$ cat config.mk
export PLATFORM = sky130hd
export DESIGN_NAME = adc_serial_slave
export DESIGN_NICKNAME = d
export VERILOG_FILES = /design/src/rtl/adcs_pkg.sv /design/src/rtl/adcs_sync.sv /design/src/rtl/adcs_sequencer.sv /design/src/rtl/adcs_shifter.sv /design/src/rtl/adc_serial_slave.sv
export SDC_FILE = /design/constraint.sdc
export NUM_CORES = 1
export LEC_CHECK = 0
export ABC_AREA = 1
export BUFFER_PORTS_ARGS = -buffer_cell sky130_fd_sc_hd__buf_2
export CAP_MARGIN = 10
export CORE_MARGIN = 5
export CORE_UTILIZATION = 40
export CTS_CLUSTER_SIZE = 8
export DETAILED_ROUTE_END_ITERATION = 12
export PLACE_DENSITY = 0.57
export SKIP_CTS_REPAIR_TIMING = 1
export SLEW_MARGIN = 20
export SYNTH_ARGS = -nofsm -noshare
export SYNTH_HDL_FRONTEND = slang
export SYNTH_SLANG_ARGS = --single-unit
export TNS_END_PERCENT = 50
$ cat constraint.sdc
create_clock -name clk -period 2.3 [get_ports clk]
set_clock_uncertainty 0.15 [all_clocks]
set_input_delay 0.23 -clock clk [delete_from_list [all_inputs] [get_ports clk]]
set_output_delay 0.23 -clock clk [all_outputs]
set_load 0.02 [all_outputs]
$ cat src/rtl/adcs_pkg.sv
// Shared types for the serial converter port slave.
// Assumes: nothing beyond IEEE 1800-2017.
package adcs_pkg;
    // Converter phase as reported to the analog side and the status pins.
    typedef enum logic [1:0] {
        PH_IDLE  = 2'd0,   // selected, waiting for first clock fall
        PH_TRACK = 2'd1,   // acquiring input
        PH_HOLD  = 2'd2,   // converting / shifting result
        PH_PDN   = 2'd3    // powered down
    } phase_e;
endpackage

$ cat src/rtl/adcs_sync.sv
// Multi-bit level synchronizer into the system clock domain.
// Assumes: each bit is independent; STAGES >= 2; RST_VAL gives idle levels.
module adcs_sync #(
    parameter int unsigned W       = 3,
    parameter int unsigned STAGES  = 2,
    parameter logic [W-1:0] RST_VAL = '0
) (
    input  logic         clk,
    input  logic         rst_n,
    input  logic [W-1:0] din,
    output logic [W-1:0] dout
);
    logic [W-1:0] pipe [STAGES];

    // Shift each input through STAGES flops.
    always_ff @(posedge clk) begin
        if (!rst_n) begin
            for (int s = 0; s < int'(STAGES); s++) pipe[s] <= RST_VAL;
        end else begin
            pipe[0] <= din;
            for (int s = 1; s < int'(STAGES); s++) pipe[s] <= pipe[s-1];
        end
    end

    assign dout = pipe[STAGES-1];
endmodule

$ cat src/rtl/adcs_sequencer.sv
// Frame sequencer: detects select and serial clock edges, counts falling and
// rising edges per 16-cycle conversion, derives the phase, captures the
// channel address and applies it at the end of the conversion.
// Assumes: inputs already synchronized; host obeys select-to-clock setup.
module adcs_sequencer
    import adcs_pkg::*;
#(
    parameter int unsigned CONV_CLKS  = 16,
    parameter int unsigned TRACK_CLKS = 3,
    parameter int unsigned CTRL_BITS  = 8,
    parameter int unsigned ADDR_LSB   = 3,
    parameter int unsigned CH_W       = 3,
    parameter int unsigned IDX_W      = $clog2(CONV_CLKS + 1)
) (
    input  logic             clk,
    input  logic             rst_n,
    input  logic             cs_lvl,
    input  logic             sclk_lvl,
    input  logic             sdi_lvl,
    output logic             fall_ev,
    output logic [IDX_W-1:0] fall_n,
    output phase_e           phase,
    output logic [CH_W-1:0]  chan_sel
);
    localparam logic [IDX_W-1:0] LAST_EDGE  = IDX_W'(CONV_CLKS);
    localparam logic [IDX_W-1:0] TRACK_LAST = IDX_W'(TRACK_CLKS);

    logic             cs_q, sclk_q;
    logic             active, cs_fall, sclk_fall, sclk_rise, rise_ev;
    logic [IDX_W-1:0] fall_idx, rise_cnt, rise_n;
    logic [CH_W-1:0]  addr_next;

    assign active    = ~cs_lvl;
    assign cs_fall   = cs_q & ~cs_lvl;
    assign sclk_fall = sclk_q & ~sclk_lvl;
    assign sclk_rise = ~sclk_q & sclk_lvl;
    // A select fall with the clock already low stands in for falling edge 1.
    assign fall_ev   = active & (sclk_fall | (cs_fall & ~sclk_lvl));
    assign rise_ev   = active & sclk_rise;
    assign fall_n    = (fall_idx == '0 || fall_idx == LAST_EDGE)
                       ? IDX_W'(1) : fall_idx + IDX_W'(1);
    assign rise_n    = rise_cnt + IDX_W'(1);

    // Remember previous levels for edge detection.
    always_ff @(posedge clk) begin
        if (!rst_n) begin
            cs_q   <= 1'b1;
            sclk_q <= 1'b1;
        end else begin
            cs_q   <= cs_lvl;
            sclk_q <= sclk_lvl;
        end
    end

    // Edge counters; cleared whenever the select is high.
    always_ff @(posedge clk) begin
        if (!rst_n || !active) begin
            fall_idx <= '0;
            rise_cnt <= '0;
        end else begin
            if (fall_ev) fall_idx <= fall_n;
            if (rise_ev) rise_cnt <= (rise_n == LAST_EDGE) ? '0 : rise_n;
        end
    end

    // Capture address bits MSB first and apply them at the conversion end.
    always_ff @(posedge clk) begin
        if (!rst_n) begin
            addr_next <= '0;
            chan_sel  <= '0;
        end else if (rise_ev) begin
            for (int j = 0; j < int'(CH_W); j++) begin
                if (rise_n == IDX_W'(CTRL_BITS - ADDR_LSB - j))
                    addr_next[j] <= sdi_lvl;
            end
            if (rise_n == LAST_EDGE) chan_sel <= addr_next;
        end
    end

    // Phase decode from the falling-edge index.
    always_comb begin
        if (!active)                    phase = PH_PDN;
        else if (fall_idx == '0)        phase = PH_IDLE;
        else if (fall_idx <= TRACK_LAST) phase = PH_TRACK;
        else if (fall_idx == LAST_EDGE) phase = PH_PDN;
        else                            phase = PH_HOLD;
    end

    AST_IDX_BOUND: assert property (@(posedge clk) disable iff (!rst_n)
        fall_idx <= LAST_EDGE);
    AST_CHAN_ONLY_AT_END: assert property (@(posedge clk) disable iff (!rst_n)
        !(rise_ev && rise_n == LAST_EDGE) |=> $stable(chan_sel));
    AST_DESELECT_CLEARS: assert property (@(posedge clk) disable iff (!rst_n)
        cs_lvl |=> (fall_idx == '0 && rise_cnt == '0));
endmodule

$ cat src/rtl/adcs_shifter.sv
// Output shifter: drives leading zeros, latches the result at the start of
// hold, then shifts it out MSB first on each falling-edge event.
// Assumes: fall_n is the 1-based index of the falling edge in progress.
module adcs_shifter #(
    parameter int unsigned RES_W      = 12,
    parameter int unsigned LEAD_ZEROS = 4,
    parameter int unsigned IDX_W      = 5
) (
    input  logic             clk,
    input  logic             rst_n,
    input  logic             active,
    input  logic             fall_ev,
    input  logic [IDX_W-1:0] fall_n,
    input  logic [RES_W-1:0] conv_data,
    output logic             sdo
);
    localparam logic [IDX_W-1:0] CAPTURE_EDGE = IDX_W'(LEAD_ZEROS);

    logic [RES_W-1:0] sr;

    // Leading zeros, capture at hold start, then MSB-first shifting.
    always_ff @(posedge clk) begin
        if (!rst_n) begin
            sdo <= 1'b0;
            sr  <= '0;
        end else if (!active) begin
            sdo <= 1'b0;
        end else if (fall_ev) begin
            if (fall_n <= CAPTURE_EDGE) begin
                sdo <= 1'b0;
                if (fall_n == CAPTURE_EDGE) sr <= conv_data;
            end else begin
                sdo <= sr[RES_W-1];
                sr  <= {sr[RES_W-2:0], 1'b0};
            end
        end
    end

    AST_RESULT_HELD: assert property (@(posedge clk) disable iff (!rst_n)
        (active && !fall_ev) |=> $stable(sr));
endmodule

$ cat src/rtl/adc_serial_slave.sv
// Top of the serial converter port slave: synchronizes the pins, sequences
// the frame and drives the serial output and converter status.
// Assumes: clk runs at least 8x faster than sclk; one system clock domain.
module adc_serial_slave
    import adcs_pkg::*;
#(
    parameter int unsigned RES_W       = 12,
    parameter int unsigned LEAD_ZEROS  = 4,
    parameter int unsigned CH_W        = 3,
    parameter int unsigned CTRL_BITS   = 8,
    parameter int unsigned ADDR_LSB    = 3,
    parameter int unsigned SYNC_STAGES = 2
) (
    input  logic             clk,
    input  logic             rst_n,
    input  logic             cs_n,
    input  logic             sclk,
    input  logic             sdi,
    input  logic [RES_W-1:0] conv_data,
    output logic             sdo,
    output logic             sdo_oe,
    output logic             track,
    output logic             hold,
    output logic             pwr_dn,
    output logic [CH_W-1:0]  chan_sel
);
    localparam int unsigned CONV_CLKS  = LEAD_ZEROS + RES_W;
    localparam int unsigned TRACK_CLKS = LEAD_ZEROS - 1;
    localparam int unsigned IDX_W      = $clog2(CONV_CLKS + 1);

    logic [2:0]       pins_s;
    logic             fall_ev;
    logic [IDX_W-1:0] fall_n;
    phase_e           phase;

    adcs_sync #(.W(3), .STAGES(SYNC_STAGES), .RST_VAL(3'b110)) u_sync (
        .clk(clk), .rst_n(rst_n), .din({cs_n, sclk, sdi}), .dout(pins_s)
    );

    adcs_sequencer #(
        .CONV_CLKS(CONV_CLKS), .TRACK_CLKS(TRACK_CLKS), .CTRL_BITS(CTRL_BITS),
        .ADDR_LSB(ADDR_LSB), .CH_W(CH_W), .IDX_W(IDX_W)
    ) u_seq (
        .clk(clk), .rst_n(rst_n), .cs_lvl(pins_s[2]), .sclk_lvl(pins_s[1]),
        .sdi_lvl(pins_s[0]), .fall_ev(fall_ev), .fall_n(fall_n),
        .phase(phase), .chan_sel(chan_sel)
    );

    adcs_shifter #(.RES_W(RES_W), .LEAD_ZEROS(LEAD_ZEROS), .IDX_W(IDX_W)) u_shift (
        .clk(clk), .rst_n(rst_n), .active(~pins_s[2]), .fall_ev(fall_ev),
        .fall_n(fall_n), .conv_data(conv_data), .sdo(sdo)
    );

    // Status decode for the pins.
    assign sdo_oe = ~pins_s[2];
    assign track  = (phase == PH_TRACK);
    assign hold   = (phase == PH_HOLD);
    assign pwr_dn = (phase == PH_PDN);

    AST_PHASE_EXCL: assert property (@(posedge clk) disable iff (!rst_n)
        $countones({track, hold, pwr_dn}) <= 1);
    AST_TRACK_ZERO_OUT: assert property (@(posedge clk) disable iff (!rst_n)
        track |-> !sdo);
    AST_DESELECT_PDN: assert property (@(posedge clk) disable iff (!rst_n)
        !sdo_oe |-> (pwr_dn && !track && !hold));
endmodule

==> qor.csv, run 1 <==
metric,value,unit
antenna_found_initial,0,
synth_top_area_share,0.385,
grt_pass1_wl,6.48,mm
grt_max_degree,24,
yosysUniqueCellTypes,28,
synth_top_family_by_area,simple AND/OR/NAND/NOR gates,
die-area,0.00629,mm^2
final.setup.tns,0,ns
final_cells,372,
place_hpwl,2.62,mm
viasPerCell,4.47,
combPwrFrac,0.041,
start_util,0.410,
drt-initial-drc-count,115,
vias,1664,
grt_usage,0.132,
power.internal,1020,uW
synthMuxAreaShare,0,
setup_viol_count_final,0,
row_count,25,
hold_path.class,input port to register,
diodes,0,
pwr-share-clk,0.455,
synth_xor_area_frac,0.0137,
wl_per_cell,9.94,um
cts_tree,built,
synth_compound_area_frac,0.0729,
seq_power_share,0.504,
htree_levels,2,
start_kind,register,
synthSimpleGateAreaFrac,0.363,
syn-num-nets,311,
period_share,0.876,
syn_avg_cell_area,6.67,um^2
grt_overflow,0,
die_h,79.3,um
cts_buffers,5,
io_buffers,24,
fin_crit,2.02,ns
synthToLayoutAreaGrowth,15.0,%
dr.pass1.iters,4,
hold_violations,0,
ys.flop_type,dfxtp_1,
final_max_slew_viol_count,0,
synth_edf_count,0,
ys_ff_latch,37,
numClockSinks,37,
grt_pass1_vias,1482,
core_area,0.00469,mm^2
synthArstFlopShare,0,
max_cap_violations,0,
layout-drive-gt1-share,0.151,
netlist_instances,288,
ys_warn_count,0,
yosysMostFrequentCell,nand2_1,
synth_area_leader_cell,dfxtp_1,
clockBufferDepth,2,
dp.cells,361,
critPathMaxFanout,23,
ios,25,
reg2regPathDepth,10,
seq_area_frac_synth,0.385,
drc,0,
die_width,79.3,um
synth_area,0.00192,mm^2
p_sw_frac,0.203,
synth_fa_ha_area_frac,0.0391,
clk-insertion-delay-late,0.29,ns
routabilityCongestion,0.763,
drt-total-wl,3.70,mm
max_freq,496,MHz
rsz0062_at_grt,false,
switching_power,261,uW
worst_slew_pin_slew,0.516,ns
power_leakage,0.00108,uW
nets,340,
critPathKind,register to register,
required,2.34,ns
end_kind,register,
cp.arrival,2.06,ns
power.density,582,mW/mm^2
slew_headroom,0.654,
ant_nets,0,
peakVddDrop,308,uV
synth_area_leaders,"dfxtp_1, nand2_1, nor2_1",
fin_util,0.471,
clkTransAtPathRegs,0.07,ns
synthTopCellsByCount,"nand2_1, nor2_1, inv_1, dfxtp_1, o21ai_0",
status,"complete, no violations",
min_path_cells,5,
cts_root_buffer,clkbuf_8,
==> stage by stage <==
step	power [uW]	setup slack, ns	hold WS (ns)	cell area [um^2]
finish	1290	0.285	0.129	2210
global route	1340	0.0356	0.140	2210
CTS	1300	0.278	-0.0355	2180
detailed placement	713	0.290	0.248	2060
global placement	712	0.342	0.242	2060
floorplan	691	0.504	0.178	1920
==> kinds of logic after synthesis <==
group	Yosys count
simple gates	163
buf+inv	55
flops	37
compound gates	24
fa+ha+maj	6
xor+xnor	3
==> layer usage <==
layer  global-route usage  routed length (um)
met1                0.164                1760
met2                0.210                1730
met3               0.0431                 149
met4               0.0515                  48
met5                    0                   0
==> power groups by stage <==
stage               logic [uW]  registers (uW)  clock network, uW
floorplan                 27.6             663                  0
global placement          48.9             663                  0
detailed placement        49.3             663                  0
CTS                       49.6             648                605
global route              60.2             649                630
finish                    52.4             648                585
==> critical path, cell delays in order, from the launching register on <==
cell and delay, ns:
dfxtp_1 0.44, ha_1 0.27, inv_1 0.06, nand2_1 0.05
nand2_1 0.11, nand3b_4 0.10, nand3_2 0.35, nand2_1 0.19
nand2_1 0.07, nor2_1 0.09, nor2_1 0.04
==> registers in the layout, indices dropped and copies added, names as in the netlist <==
signal	flops
u_seq.cs_q	1
u_shift.sdo	1
u_seq.chan_sel	3
u_seq.sclk_q	1
u_seq.addr_next	3
u_seq.rise_cnt	5
u_sync.pipe	6
u_seq.fall_idx	5
u_shift.sr	12
==> worst paths after layout <==
path	slack [ns]	endpoint	start
worst min register to register	0.26	u_sync.pipe[0][3]	u_sync.pipe[0][0]
worst max register to register	0.28	u_shift.sr[5]	u_seq.fall_idx[0]
worst min-delay path	0.13	u_shift.sr[10]	conv_data[10]
worst max-delay path	0.28	u_shift.sr[5]	u_seq.fall_idx[0]
==> layout by cell type, fill, tap and decap left out <==
cell            n
o21bai_2        1
xor2_1          3
buf_4           2
nand4_1         4
clkbuf_1        1
nor2_1         59
nor2_4          1
a21oi_1         8
nand2_4         1
nand3_4         1
buf_2          24
nor2_2          1
nand3_2         1
a31oi_1         1
nand3b_4        1
dfxtp_1        37
a211oi_1        3
clkbuf_8        6
o21ai_0         9
inv_1          47
or2_2           4
nand3_1         3
dlygate4sd3_1   3
nand2_2         3
nand2_1        83
bufinv_16       1
nor3_1          1
o211ai_1        2
inv_2           1
ha_1            6
==> layout make-up <==
type	instances	area, um^2
tap	54	67.6
multi-input combinational	196	940
inverter	48	180
fill	522	2480
clock inverter	1	30.0
sequential	37	741
timing repair buffer	29	165
clock buffer	7	86.3
(Power assumes the default switching activity.)
==> run 2, diff against run 1 <==
==> constraint.sdc (replaced) <==
create_clock -name clk -period 2.3 [get_ports clk]
set_clock_uncertainty 0.15 [all_clocks]
set_input_delay 0.46 -clock clk [delete_from_list [all_inputs] [get_ports clk]]
set_output_delay 0.46 -clock clk [all_outputs]
set_load 0.02 [all_outputs]
==> run 2 against run 1 <==
- routed wire length increased by 1.1%
- setup slack got worse by 0.18 ns
- clock-buffer cell count unchanged
- fmax fell by 8.0%
- critical path depth fell by 4
- cell count shrank 0.54%
- die area unchanged
- largest cell class unchanged
- highest routed layer unchanged
==> qor.csv, run 2 (synthesis gave the netlist of run 1 again) <==
metric,value,unit
status,"complete, no violations",
setup_viol_count_final,0,
die-area,0.00629,mm^2
final.setup.tns,0,ns
nets,339,
power.internal,906,uW
numClockSinks,37,
period_share,0.953,
cp-startpoint,u_seq.fall_idx[0],
rsz0062_at_grt,false,
dp_slack,0.344,ns
final_cells,370,
final_max_slew_viol_count,0,
whs_endpoint,u_sync.pipe[0][0],
fillerInstances,487,
cts_root_buffer,clkbuf_8,
cts_tree,built,
cp.arrival,1.58,ns
start_util,0.410,
dp.cells,363,
top_regs,"u_shift.sr (12), u_sync.pipe (6)",
io_buffers,24,
worst_slew_pin_slew,0.387,ns
synthToLayoutAreaGrowth,13.0,%
p_sw_frac,0.211,
clkTransAtPathRegs,0.07,ns
finalPower,1150,uW
power_leakage,0.00107,uW
clockBufferDepth,2,
max_freq,456,MHz
drc,0,
clk-insertion-delay-late,0.29,ns
largest_reg_flops,12,
regMostFlops,u_shift.sr,
fin_crit,2.19,ns
htree_levels,2,
dr.pass1.iters,4,
die_width,79.3,um
required,1.69,ns
row_count,25,
ios,25,
place_hpwl,2.64,mm
layout_common_cells,"nand2_1, nor2_1, inv_1, dfxtp_1, buf_2",
viasPerCell,4.45,
grt_max_degree,24,
regToRegSetupSlack,0.49,ns
drt-total-wl,3.74,mm
routabilityCongestion,0.781,
cts_buffers,5,
peakVddDrop,296,uV
grt_pass1_vias,1490,
hold_path.class,input port to register,
r2r_end,u_shift.sr[4],
start_kind,register,
end_kind,output pin,
critPathKind,register to output pin,
wl_per_cell,10.1,um
setup_ws,0.109,ns
grt_overflow,0,
hold_violations,0,
grt_pass1_wl,6.51,mm
holdCritStartpoint,sdi,
grt_usage,0.130,
slew_headroom,0.741,
power.density,529,mW/mm^2
hold_ws,0.208,ns
reg2regPathDepth,9,
seq_power_share,0.565,
min_path_cells,3,
switching_power,242,uW
layout-drive-gt1-share,0.165,
die_h,79.3,um
vias,1645,
max_cap_violations,0,
diodes,0,
combPwrFrac,0.042,
mostFrequentLayoutCell,nand2_1,
drt-initial-drc-count,102,
r2r_start,u_seq.fall_idx[0],
core_area,0.00469,mm^2
regArea,743,um^2
multiInputGateArea,945,um^2
antenna_found_initial,0,
critPathMaxFanout,8,
pwr-share-clk,0.393,
ant_nets,0,
[run 2: through the flow]
stage | util | area, um^2
global placement | 0.443 | 2080
global route | 0.463 | 2170
CTS | 0.461 | 2160
detailed placement | 0.443 | 2080
finish | 0.463 | 2170
floorplan | - | 1920
[run 2: how the worst max path moves through the flow]
stage	endpoint	slack, ns	depth (start not counted)
finish	track	0.11	6
global route	track	0.006	6
CTS	track	0.01	6
detailed placement	track	0.34	6
global placement	track	0.42	6
floorplan	track	0.27	5
[run 2: metal layers]
metal  wire length (um)  track usage  part of all wire  vias to the layer above
met4                 62       0.0515             0.017                        0
met3                122       0.0374             0.033                        5
met1               1800        0.162              0.48                      705
li1                   -            -                 -                      915
met2               1750        0.211              0.47                       20
met5                  0            0                 0                        -
[run 2: power by group through the flow]
stage | registers, uW | clock network (uW) | logic, uW
after floorplan | 663 | 0 | 27.6
after global placement | 663 | 0 | 48.8
after detailed placement | 664 | 0 | 49.2
after CTS | 649 | 475 | 49.5
after global routing | 649 | 504 | 54.7
final | 649 | 451 | 48.3
[run 2: final cells by class]
type                    count  share of cell area
flip-flops and latches     37               0.342
well taps                  54              0.0311
multi-input cells         196               0.435
clock buffers               7              0.0397
inverters                  48              0.0829
repair buffers             28              0.0691
[run 2: critical path, stage by stage (launching register included)]
cell and delay, ns:
dfxtp_2 0.39, inv_1 0.06, ha_1 0.23, nand2_4 0.14, inv_1 0.07, a211oi_2 0.22, buf_2 0.19
